===== src/rtl/purge_pkg.sv =====
package purge_pkg;
  typedef struct packed {
    logic shutdown_all;
    logic manual_start;
    logic allow;
    logic abort;
    logic header;
  } snap_t;
endpackage


===== src/rtl/scan_sequencer.sv =====
module scan_sequencer #(
  parameter int SCAN_CLKS = 4,
  localparam int CW = (SCAN_CLKS > 1) ? $clog2(SCAN_CLKS) : 1
) (
  input  logic clk_i,
  input  logic rst_ni,
  output logic capture_o,
  output logic publish_o
);
  localparam logic [CW-1:0] LAST = CW'(SCAN_CLKS - 1);

  logic [CW-1:0] cnt_q;

  always_ff @(posedge clk_i or negedge rst_ni) begin
    if (!rst_ni)            cnt_q <= '0;
    else if (cnt_q == LAST) cnt_q <= '0;
    else                    cnt_q <= cnt_q + 1'b1;
  end

  assign capture_o = (cnt_q == '0);
  assign publish_o = (cnt_q == LAST);


  capture_before_publish_chk: assert property (@(posedge clk_i) disable iff (!rst_ni)
    publish_o |=> capture_o);
endmodule


===== src/rtl/scan_timer.sv =====
module scan_timer #(
  parameter int MAX_CNT = 3,
  localparam int W = $clog2(MAX_CNT + 1)
) (
  input  logic         clk_i,
  input  logic         rst_ni,
  input  logic         step_i,
  input  logic         en_i,
  output logic [W-1:0] cnt_next_o
);
  localparam logic [W-1:0] MAX_L = W'(MAX_CNT);

  logic [W-1:0] cnt_q;

  // saturating elapsed-scan count, cleared when the enable is low
  always_comb begin
    if (!en_i)               cnt_next_o = '0;
    else if (cnt_q == MAX_L) cnt_next_o = cnt_q;
    else                     cnt_next_o = cnt_q + 1'b1;
  end

  always_ff @(posedge clk_i or negedge rst_ni) begin
    if (!rst_ni)     cnt_q <= '0;
    else if (step_i) cnt_q <= cnt_next_o;
  end


  timer_sat_chk: assert property (@(posedge clk_i) disable iff (!rst_ni)
    cnt_q <= MAX_L);

  timer_hold_chk: assert property (@(posedge clk_i) disable iff (!rst_ni)
    !step_i |=> $stable(cnt_q));
endmodule


===== src/rtl/purge_interlock.sv =====
module purge_interlock #(
  parameter int SCAN_CLKS = 4,
  parameter int T1_SCANS  = 3,
  parameter int T2_SCANS  = 4
) (
  input  logic clk_i,
  input  logic rst_ni,
  input  logic shutdown_all_i,
  input  logic manual_start_i,
  input  logic purge_allow_i,
  input  logic purge_abort_i,
  input  logic header_ok_i,
  output logic purge_active_o,
  output logic purge_done_o,
  output logic ignite_ok_o,
  output logic scan_done_o
);
  import purge_pkg::*;

  localparam int W1 = $clog2(T1_SCANS + 1);
  localparam int W2 = $clog2(T2_SCANS + 2);
  localparam logic [W1-1:0] T1_L = W1'(T1_SCANS);
  localparam logic [W2-1:0] T2_L = W2'(T2_SCANS);

  logic  capture, publish;
  snap_t snap_q;
  logic  latch_q, done_q, ign_q, scan_done_q;
  logic  set_c, clr_c, latch_n, done_n, cand_n, ign_n;
  logic [W1-1:0] c1_n;
  logic [W2-1:0] c2_n;

  scan_sequencer #(.SCAN_CLKS(SCAN_CLKS)) u_seq (
    .clk_i, .rst_ni, .capture_o(capture), .publish_o(publish)
  );

  always_ff @(posedge clk_i or negedge rst_ni) begin
    if (!rst_ni)      snap_q <= '0;
    else if (capture) snap_q <= '{shutdown_all: shutdown_all_i, manual_start: manual_start_i,
                                  allow: purge_allow_i, abort: purge_abort_i,
                                  header: header_ok_i};
  end

  // reset-dominant purge latch; a granted ignition ends the purge
  assign set_c   = snap_q.shutdown_all | snap_q.manual_start;
  assign clr_c   = !snap_q.allow | snap_q.abort | ign_q;
  assign latch_n = !clr_c & (set_c | latch_q);

  scan_timer #(.MAX_CNT(T1_SCANS)) u_t1 (
    .clk_i, .rst_ni, .step_i(publish), .en_i(latch_n), .cnt_next_o(c1_n)
  );
  assign done_n = latch_n && (c1_n >= T1_L);

  // ignition window: opened by completion, held by itself, bounded by T2
  assign cand_n = (done_n | ign_q) & snap_q.header & !snap_q.abort;

  scan_timer #(.MAX_CNT(T2_SCANS + 1)) u_t2 (
    .clk_i, .rst_ni, .step_i(publish), .en_i(cand_n), .cnt_next_o(c2_n)
  );
  assign ign_n = cand_n && (c2_n <= T2_L);

  always_ff @(posedge clk_i or negedge rst_ni) begin
    if (!rst_ni) begin
      latch_q     <= 1'b0;
      done_q      <= 1'b0;
      ign_q       <= 1'b0;
      scan_done_q <= 1'b0;
    end else begin
      scan_done_q <= publish;
      if (publish) begin
        latch_q <= latch_n;
        done_q  <= done_n;
        ign_q   <= ign_n;
      end
    end
  end

  assign purge_active_o = latch_q;
  assign purge_done_o   = done_q;
  assign ignite_ok_o    = ign_q;
  assign scan_done_o    = scan_done_q;

  // independent run-length counter for the ignition bound
  logic [W2-1:0] ign_run_q;
  always_ff @(posedge clk_i or negedge rst_ni) begin
    if (!rst_ni)      ign_run_q <= '0;
    else if (publish) ign_run_q <= ign_n ? ((ign_run_q > T2_L) ? ign_run_q : ign_run_q + 1'b1) : '0;
  end


  strobe_width_chk: assert property (@(posedge clk_i) disable iff (!rst_ni)
    scan_done_o |=> !scan_done_o);

  publish_only_chk: assert property (@(posedge clk_i) disable iff (!rst_ni)
    !scan_done_o |-> $stable({purge_active_o, purge_done_o, ignite_ok_o}));

  allow_clear_chk: assert property (@(posedge clk_i) disable iff (!rst_ni)
    (scan_done_o && !snap_q.allow) |-> !purge_active_o);

  done_needs_latch_chk: assert property (@(posedge clk_i) disable iff (!rst_ni)
    purge_done_o |-> purge_active_o);

  ignite_rise_chk: assert property (@(posedge clk_i) disable iff (!rst_ni)
    $rose(ignite_ok_o) |-> (purge_done_o && snap_q.header));

  ignite_bound_chk: assert property (@(posedge clk_i) disable iff (!rst_ni)
    ign_run_q <= T2_L);

  abort_clear_chk: assert property (@(posedge clk_i) disable iff (!rst_ni)
    (scan_done_o && snap_q.abort) |-> (!ignite_ok_o && !purge_active_o));

  ignite_ends_purge_chk: assert property (@(posedge clk_i) disable iff (!rst_ni)
    (publish && ign_q) |=> !purge_active_o);
endmodule


===== config.mk =====
export PLATFORM = sky130hd
export DESIGN_NAME = purge_interlock
export DESIGN_NICKNAME = d
export VERILOG_FILES = /design/src/rtl/purge_pkg.sv /design/src/rtl/scan_sequencer.sv /design/src/rtl/scan_timer.sv /design/src/rtl/purge_interlock.sv
export SDC_FILE = /design/constraint.sdc
export NUM_CORES = 1
export LEC_CHECK = 0
export BUFFER_PORTS_ARGS = -buffer_cell sky130_fd_sc_hd__clkbuf_2
export CAP_MARGIN = 20
export CORE_MARGIN = 1
export CORE_UTILIZATION = 42
export DETAILED_ROUTE_END_ITERATION = 10
export GPL_TIMING_DRIVEN = 0
export PLACE_DENSITY = 0.65
export SLEW_MARGIN = 20
export SYNTH_ARGS = -nofsm -noshare
export SYNTH_HDL_FRONTEND = slang
export SYNTH_SLANG_ARGS = --single-unit

===== constraint.sdc =====
create_clock -name clk_i -period 2.1 [get_ports clk_i]
set_clock_uncertainty 0.2 [all_clocks]
set_input_delay 0.315 -clock clk_i [delete_from_list [all_inputs] [get_ports clk_i]]
set_output_delay 0.315 -clock clk_i [all_outputs]
set_load 0.02 [all_outputs]

==> impl_metrics.env, run 1 <==
export IMPL_outcome="completed"
export IMPL_min_to="snap_q[3]"
export IMPL_power_density_nw_per_um2=582.9
export IMPL_crit_path_max_incr_delay_ns=0.45
export IMPL_hold_buffers=1
export IMPL_placed_area_um2=840.8
export IMPL_grt_pass1_wl_um=2159
export IMPL_clock_path_buffers=2
export IMPL_drtIter0Drc=11
export IMPL_drt_wl_total_um=1225
export IMPL_dr_pass1_iters=4
export IMPL_finalSetupViolCount=0
export IMPL_gp_congestion=0.8198
export IMPL_cts_root_buf="clkbuf_4"
export IMPL_relSlewSlack=0.7318
export IMPL_crit_path_cell_trace="ha_1, or3b_1, a22oi_1, o32ai_1"
export IMPL_tightest_slew_ns=0.4023
export IMPL_synth_area_um2=759.5
export IMPL_crit_type="flip-flop to flip-flop"
export IMPL_p_leak_nw=0.3974
export IMPL_start_util=0.4447
export IMPL_synthCells=66
export IMPL_synth_seq_area_share=0.5272
export IMPL_final_common_cell="dfrtp_1"
export IMPL_holdPathStages=2
export IMPL_dpl_hpwl_um=936.4
export IMPL_yosysWarnings=0
export IMPL_period_share=0.8053
export IMPL_ant_nets=0
export IMPL_viasPerCell=5.190
export IMPL_grt_pass1_vias=508
export IMPL_hold_path_class="input pin to flip-flop"
export IMPL_clk_pin_slew_ns=0.08
export IMPL_cp_start_kind="flip-flop"
export IMPL_yosys_cell_types_count=28
export IMPL_layout_drive_gt1_share=0.2125
export IMPL_cp_required_ns=2.04
export IMPL_finalHoldViolCount=0
export IMPL_hold_slack_ns=0.05370
export IMPL_clock_sinks=16
export IMPL_cp_max_fo=6
export IMPL_cp_end_kind="flip-flop"
export IMPL_numCtsBuffers=3
export IMPL_fmax_mhz=591.3
export IMPL_worstHoldStart="manual_start_i"
export IMPL_slowest_stage="dfrtp_1"
export IMPL_core_region_area_um2=1708
export IMPL_io_buffer_count=10
export IMPL_synth_ff_latch_count=16
export IMPL_avgSynthCellArea_um2=11.51
export IMPL_die_y_um=44.53
export IMPL_maxSlewViolCount=0
export IMPL_power_mw=0.5091
export IMPL_min_period_ns=1.691
export IMPL_final_cell_mix="dfrtp_1, clkbuf_2, inv_1, a21oi_1, ha_1"
export IMPL_rrSetupSlack_ns=0.41
export IMPL_r2r_start="u_t2.cnt_q[0]"
export IMPL_tns_ns=0
export IMPL_drv_cap=0
export IMPL_io_pins=11
export IMPL_finalInstanceArea_um2=873.3
export IMPL_die_area_um2=1982
export IMPL_grtUsageTotal=0.1513
export IMPL_arrival_ns=1.63
export IMPL_multiInputGateArea_um2=332.8
export IMPL_vias=545
export IMPL_num_rows=15
export IMPL_cts_tree="built"
export IMPL_rsz0062_at_grt="false"
export IMPL_antenna_found_initial=0
export IMPL_die_w_um=44.53
export IMPL_num_fill_cells=157
export IMPL_rr_endpoint="ignite_ok_o"
export IMPL_syn_nets=77
export IMPL_area_growth_pct=14.99
export IMPL_htree_levels=1
export IMPL_post_cts_buffers=0
export IMPL_vdd_ir_drop_max_uv=438.2
export IMPL_grt_start_max_net_pins=17
export IMPL_clk_latency_ns=0.28
export IMPL_drc_errors=0
export IMPL_wire_per_inst_um=11.67
export IMPL_reg2reg_depth=4
export IMPL_nets=93
export IMPL_grt_ovfl_total=0
export IMPL_seq_area_um2=400.4
export IMPL_cts_resized=0
export IMPL_n_antenna_cell=0
[cells in the mapped netlist]
cell type	count	area, µm²
or3b_1	1	8.760
a21oi_1	4	20.02
inv_1	6	22.52
nand3b_1	1	7.510
o221ai_1	1	8.760
nor2_1	3	11.26
or3_1	1	6.260
o32ai_1	1	8.760
o211ai_1	2	15.01
o21ai_1	1	5.000
nor2b_1	2	12.51
ha_1	4	50.05
clkbuf_1	1	3.750
o2111ai_1	2	17.52
dfrtp_1	16	400.4
nand2_1	2	7.510
and3_1	1	6.260
a22oi_1	2	15.01
nand3_1	1	5.000
mux2_4	1	15.01
mux2_2	2	22.52
a31o_1	1	8.760
mux2_1	3	33.78
o311a_2	1	11.26
o21ai_0	1	5.000
o22ai_1	1	6.260
and2_1	2	12.51
nand2b_1	2	12.51
[state kept, by name (all words and copies together) (netlist names)]
register,cells
snap_q,5
purge_done_o,1
u_t1.cnt_q,2
u_t2.cnt_q,3
u_seq.cnt_q,2
purge_active_o,1
ignite_ok_o,1
scan_done_o,1
[metal layers]
metal,part of all wire,track usage,wire length [µm]
met5,0,0,0
met3,0.048,0.06122,59
met2,0.46,0.2412,559
met4,0,0.03636,0
met1,0.49,0.1922,606
[area by class of cell]
type,count,share of cell area
well taps,25,0.03582
flip-flops and latches,16,0.4585
multi-input cells,43,0.3811
plain buffers,1,0.004298
repair buffers,11,0.06877
clock buffers,3,0.02579
inverters,6,0.02579
[kinds of logic after synthesis]
| group | share of synthesized area |
|---|---|
| muxes | 0.09389 |
| and+or+nand+nor | 0.1186 |
| AOI/OAI and AO/OA | 0.1598 |
| DFF | 0.5272 |
| adders and majority gates | 0.06590 |
| buffers and inverters | 0.03459 |
[metrics by stage]
step / util / worst slack [ns] / cells
3_5_place_dp: 0.4923 / 0.4150 / 101
2_1_floorplan: - / 0.5275 / 66
5_1_grt: 0.5114 / 0.2930 / 105
6_report: 0.5114 / 0.4089 / 105
3_3_place_gp: 0.4923 / 0.4100 / 101
4_1_cts: 0.5114 / 0.4023 / 105
[critical path: cells and delay by family (launching register included)]
kind / cells / cell delay (ns)
AO/OA/AOI/OAI: 2 / 0.27
flip-flops: 1 / 0.45
AND/OR/NAND/NOR: 1 / 0.38
adder cells (fa/ha/maj): 1 / 0.26
[worst max path at each step]
stage / start / end / slack [ns] / depth (start not counted)
CTS: u_t2.cnt_q[0] / ignite_ok_o / 0.40 / 4
global route: u_t2.cnt_q[0] / ignite_ok_o / 0.29 / 4
floorplan: u_t2.cnt_q[0] / ignite_ok_o / 0.53 / 4
detailed placement: u_t2.cnt_q[0] / ignite_ok_o / 0.41 / 4
global placement: u_t2.cnt_q[0] / ignite_ok_o / 0.41 / 4
finish: u_t2.cnt_q[0] / ignite_ok_o / 0.41 / 4
[power breakdown]
group          switching (mW)  internal [mW]
Clock                  0.0841         0.0664
Combinational          0.0175         0.0168
Sequential            0.00763          0.317
Total                   0.109          0.400
Power figures use the tool's default switching activity.
==> inputs of run 2 (changes only) <==
==> constraint.sdc (replaced) <==
create_clock -name clk_i -period 1.7 [get_ports clk_i]
set_clock_uncertainty 0.2 [all_clocks]
set_input_delay 0.255 -clock clk_i [delete_from_list [all_inputs] [get_ports clk_i]]
set_output_delay 0.255 -clock clk_i [all_outputs]
set_load 0.02 [all_outputs]
==> run 2 against run 1 <==
Effect of this change: setup slack lost 0.33 ns; design area grew 4.9%; worst hold slack lost 0.046 ns; sequential share of layout area shrank 2.0 points; combinational power grew 43%; global-route usage grew 0.26 points; register-to-register slack lost 0.33 ns.
==> impl_metrics.env, run 2 (synthesized netlist as in run 1, its figures left out) <==
export IMPL_dpl_hpwl_um=936.4
export IMPL_grt_start_max_net_pins=17
export IMPL_clock_sinks=16
export IMPL_cp_end_kind="flip-flop"
export IMPL_area_growth_pct=20.59
export IMPL_start_util=0.4447
export IMPL_cp_required_ns=1.65
export IMPL_gp_congestion=0.8198
export IMPL_largest_register="snap_q"
export IMPL_htree_levels=1
export IMPL_rsz0062_at_grt="true"
export IMPL_clk_pin_slew_ns=0.08
export IMPL_pre_cts_slack_ns=0.01499
export IMPL_tightest_slew_ns=0.3850
export IMPL_die_w_um=44.53
export IMPL_nets=96
export IMPL_grt_pass1_vias=519
export IMPL_power_density_nw_per_um2=693.3
export IMPL_finalHoldViolCount=0
export IMPL_cp_max_fo=6
export IMPL_maxSlewViolCount=0
export IMPL_largest_reg_flops=5
export IMPL_setup_ws_ns=0.07735
export IMPL_finalSetupViolCount=0
export IMPL_grt_pass1_wl_um=2201
export IMPL_vdd_ir_drop_max_uv=537.5
export IMPL_viasPerCell=5.102
export IMPL_hold_path_class="input pin to flip-flop"
export IMPL_n_antenna_cell=0
export IMPL_io_buffer_count=10
export IMPL_layout_drive_gt1_share=0.2651
export IMPL_wire_per_inst_um=12.01
export IMPL_num_rows=15
export IMPL_min_period_ns=1.623
export IMPL_drtIter0Drc=9
export IMPL_arrival_ns=1.58
export IMPL_drv_cap=0
export IMPL_grt_ovfl_total=0
export IMPL_core_region_area_um2=1708
export IMPL_crit_type="flip-flop to flip-flop"
export IMPL_vias=551
export IMPL_clk_latency_ns=0.27
export IMPL_hold_slack_ns=0.007835
export IMPL_clock_path_buffers=2
export IMPL_final_cell_mix="dfrtp_1, clkbuf_2, inv_1, a21oi_1, dlygate4sd3_1"
export IMPL_holdPathStages=2
export IMPL_numCtsBuffers=3
export IMPL_reg_top3="snap_q: 5 flops, u_t2.cnt_q: 3 flops"
export IMPL_relSlewSlack=0.7433
export IMPL_io_pins=11
export IMPL_antenna_found_initial=0
export IMPL_drt_wl_total_um=1297
export IMPL_outcome="completed"
export IMPL_cts_tree="built"
export IMPL_ant_nets=0
export IMPL_reg2reg_depth=4
export IMPL_die_y_um=44.53
export IMPL_fmax_mhz=616.3
export IMPL_p_leak_nw=0.4070
export IMPL_dr_pass1_iters=2
export IMPL_drc_errors=0
export IMPL_period_share=0.9545
export IMPL_cts_root_buf="clkbuf_4"
export IMPL_grtUsageTotal=0.1538
export IMPL_final_common_cell="dfrtp_1"
export IMPL_tns_ns=0
export IMPL_cp_start_kind="flip-flop"
export IMPL_die_area_um2=1982
==> run 2: final cells by class <==
type | instances | area, µm²
multi-input cells | 43 | 342.8
inverters | 6 | 22.52
repair buffers | 14 | 90.09
clock buffers | 3 | 22.52
flip-flops and latches | 16 | 401.6
well taps | 25 | 31.28
plain buffers | 1 | 5.005
fillers | 151 | 792.0
==> run 2: through the flow <==
stage / instances / area, µm² / power (mW) / utilization
6_report: 108 / 915.9 / 0.6350 / 0.5363
3_3_place_gp: 101 / 840.8 / 0.4482 / 0.4923
2_1_floorplan: 66 / 759.5 / 0.4281 / -
5_1_grt: 108 / 915.9 / 0.6691 / 0.5363
3_5_place_dp: 101 / 840.8 / 0.4496 / 0.4923
4_1_cts: 107 / 893.4 / 0.6400 / 0.5231
==> run 2: worst paths after layout <==
path	startpoint	endpoint	slack, ns
max	u_t2.cnt_q[0]	ignite_ok_o	0.08
max reg2reg	u_t2.cnt_q[0]	ignite_ok_o	0.08
min reg2reg	u_seq.cnt_q[0]	u_seq.cnt_q[0]	0.26
min in group asynchronous	rst_ni	u_t2.cnt_q[1]	0.22
max in group asynchronous	rst_ni	u_t2.cnt_q[0]	0.78
min	purge_allow_i	snap_q[2]	0.008
==> run 2: where the power goes <==
group	switching [mW]	internal, mW	total, mW
logic	0.0231	0.0258	0.0489
clock network	0.103	0.0820	0.185
registers	0.0101	0.391	0.401
==> run 2: routing by layer <==
layer	GRT usage	up-vias	wire length (µm)
li1	-	275	-
met1	0.1948	267	640
met2	0.2471	9	606
met3	0.06122	0	50
met4	0.03636	0	0
met5	0	-	0
==> run 2: repair_timing <==
| action | 4_1_cts | 5_1_grt |
|---|---|---|
| setup endpoints to repair | 0 | 4 |
| setup buffers | 0 | 0 |
| endpoints found under the hold margin | 18 | 1 |
| hold buffers | 3 | 1 |
| gates resized for setup | 0 | 6 |
==> run 2: critical path, stage by stage, from the launching register on <==
cell and delay, ns:
dfrtp_2 0.46, ha_2 0.22, or3b_1 0.38, a22oi_2 0.14, o32ai_1 0.11
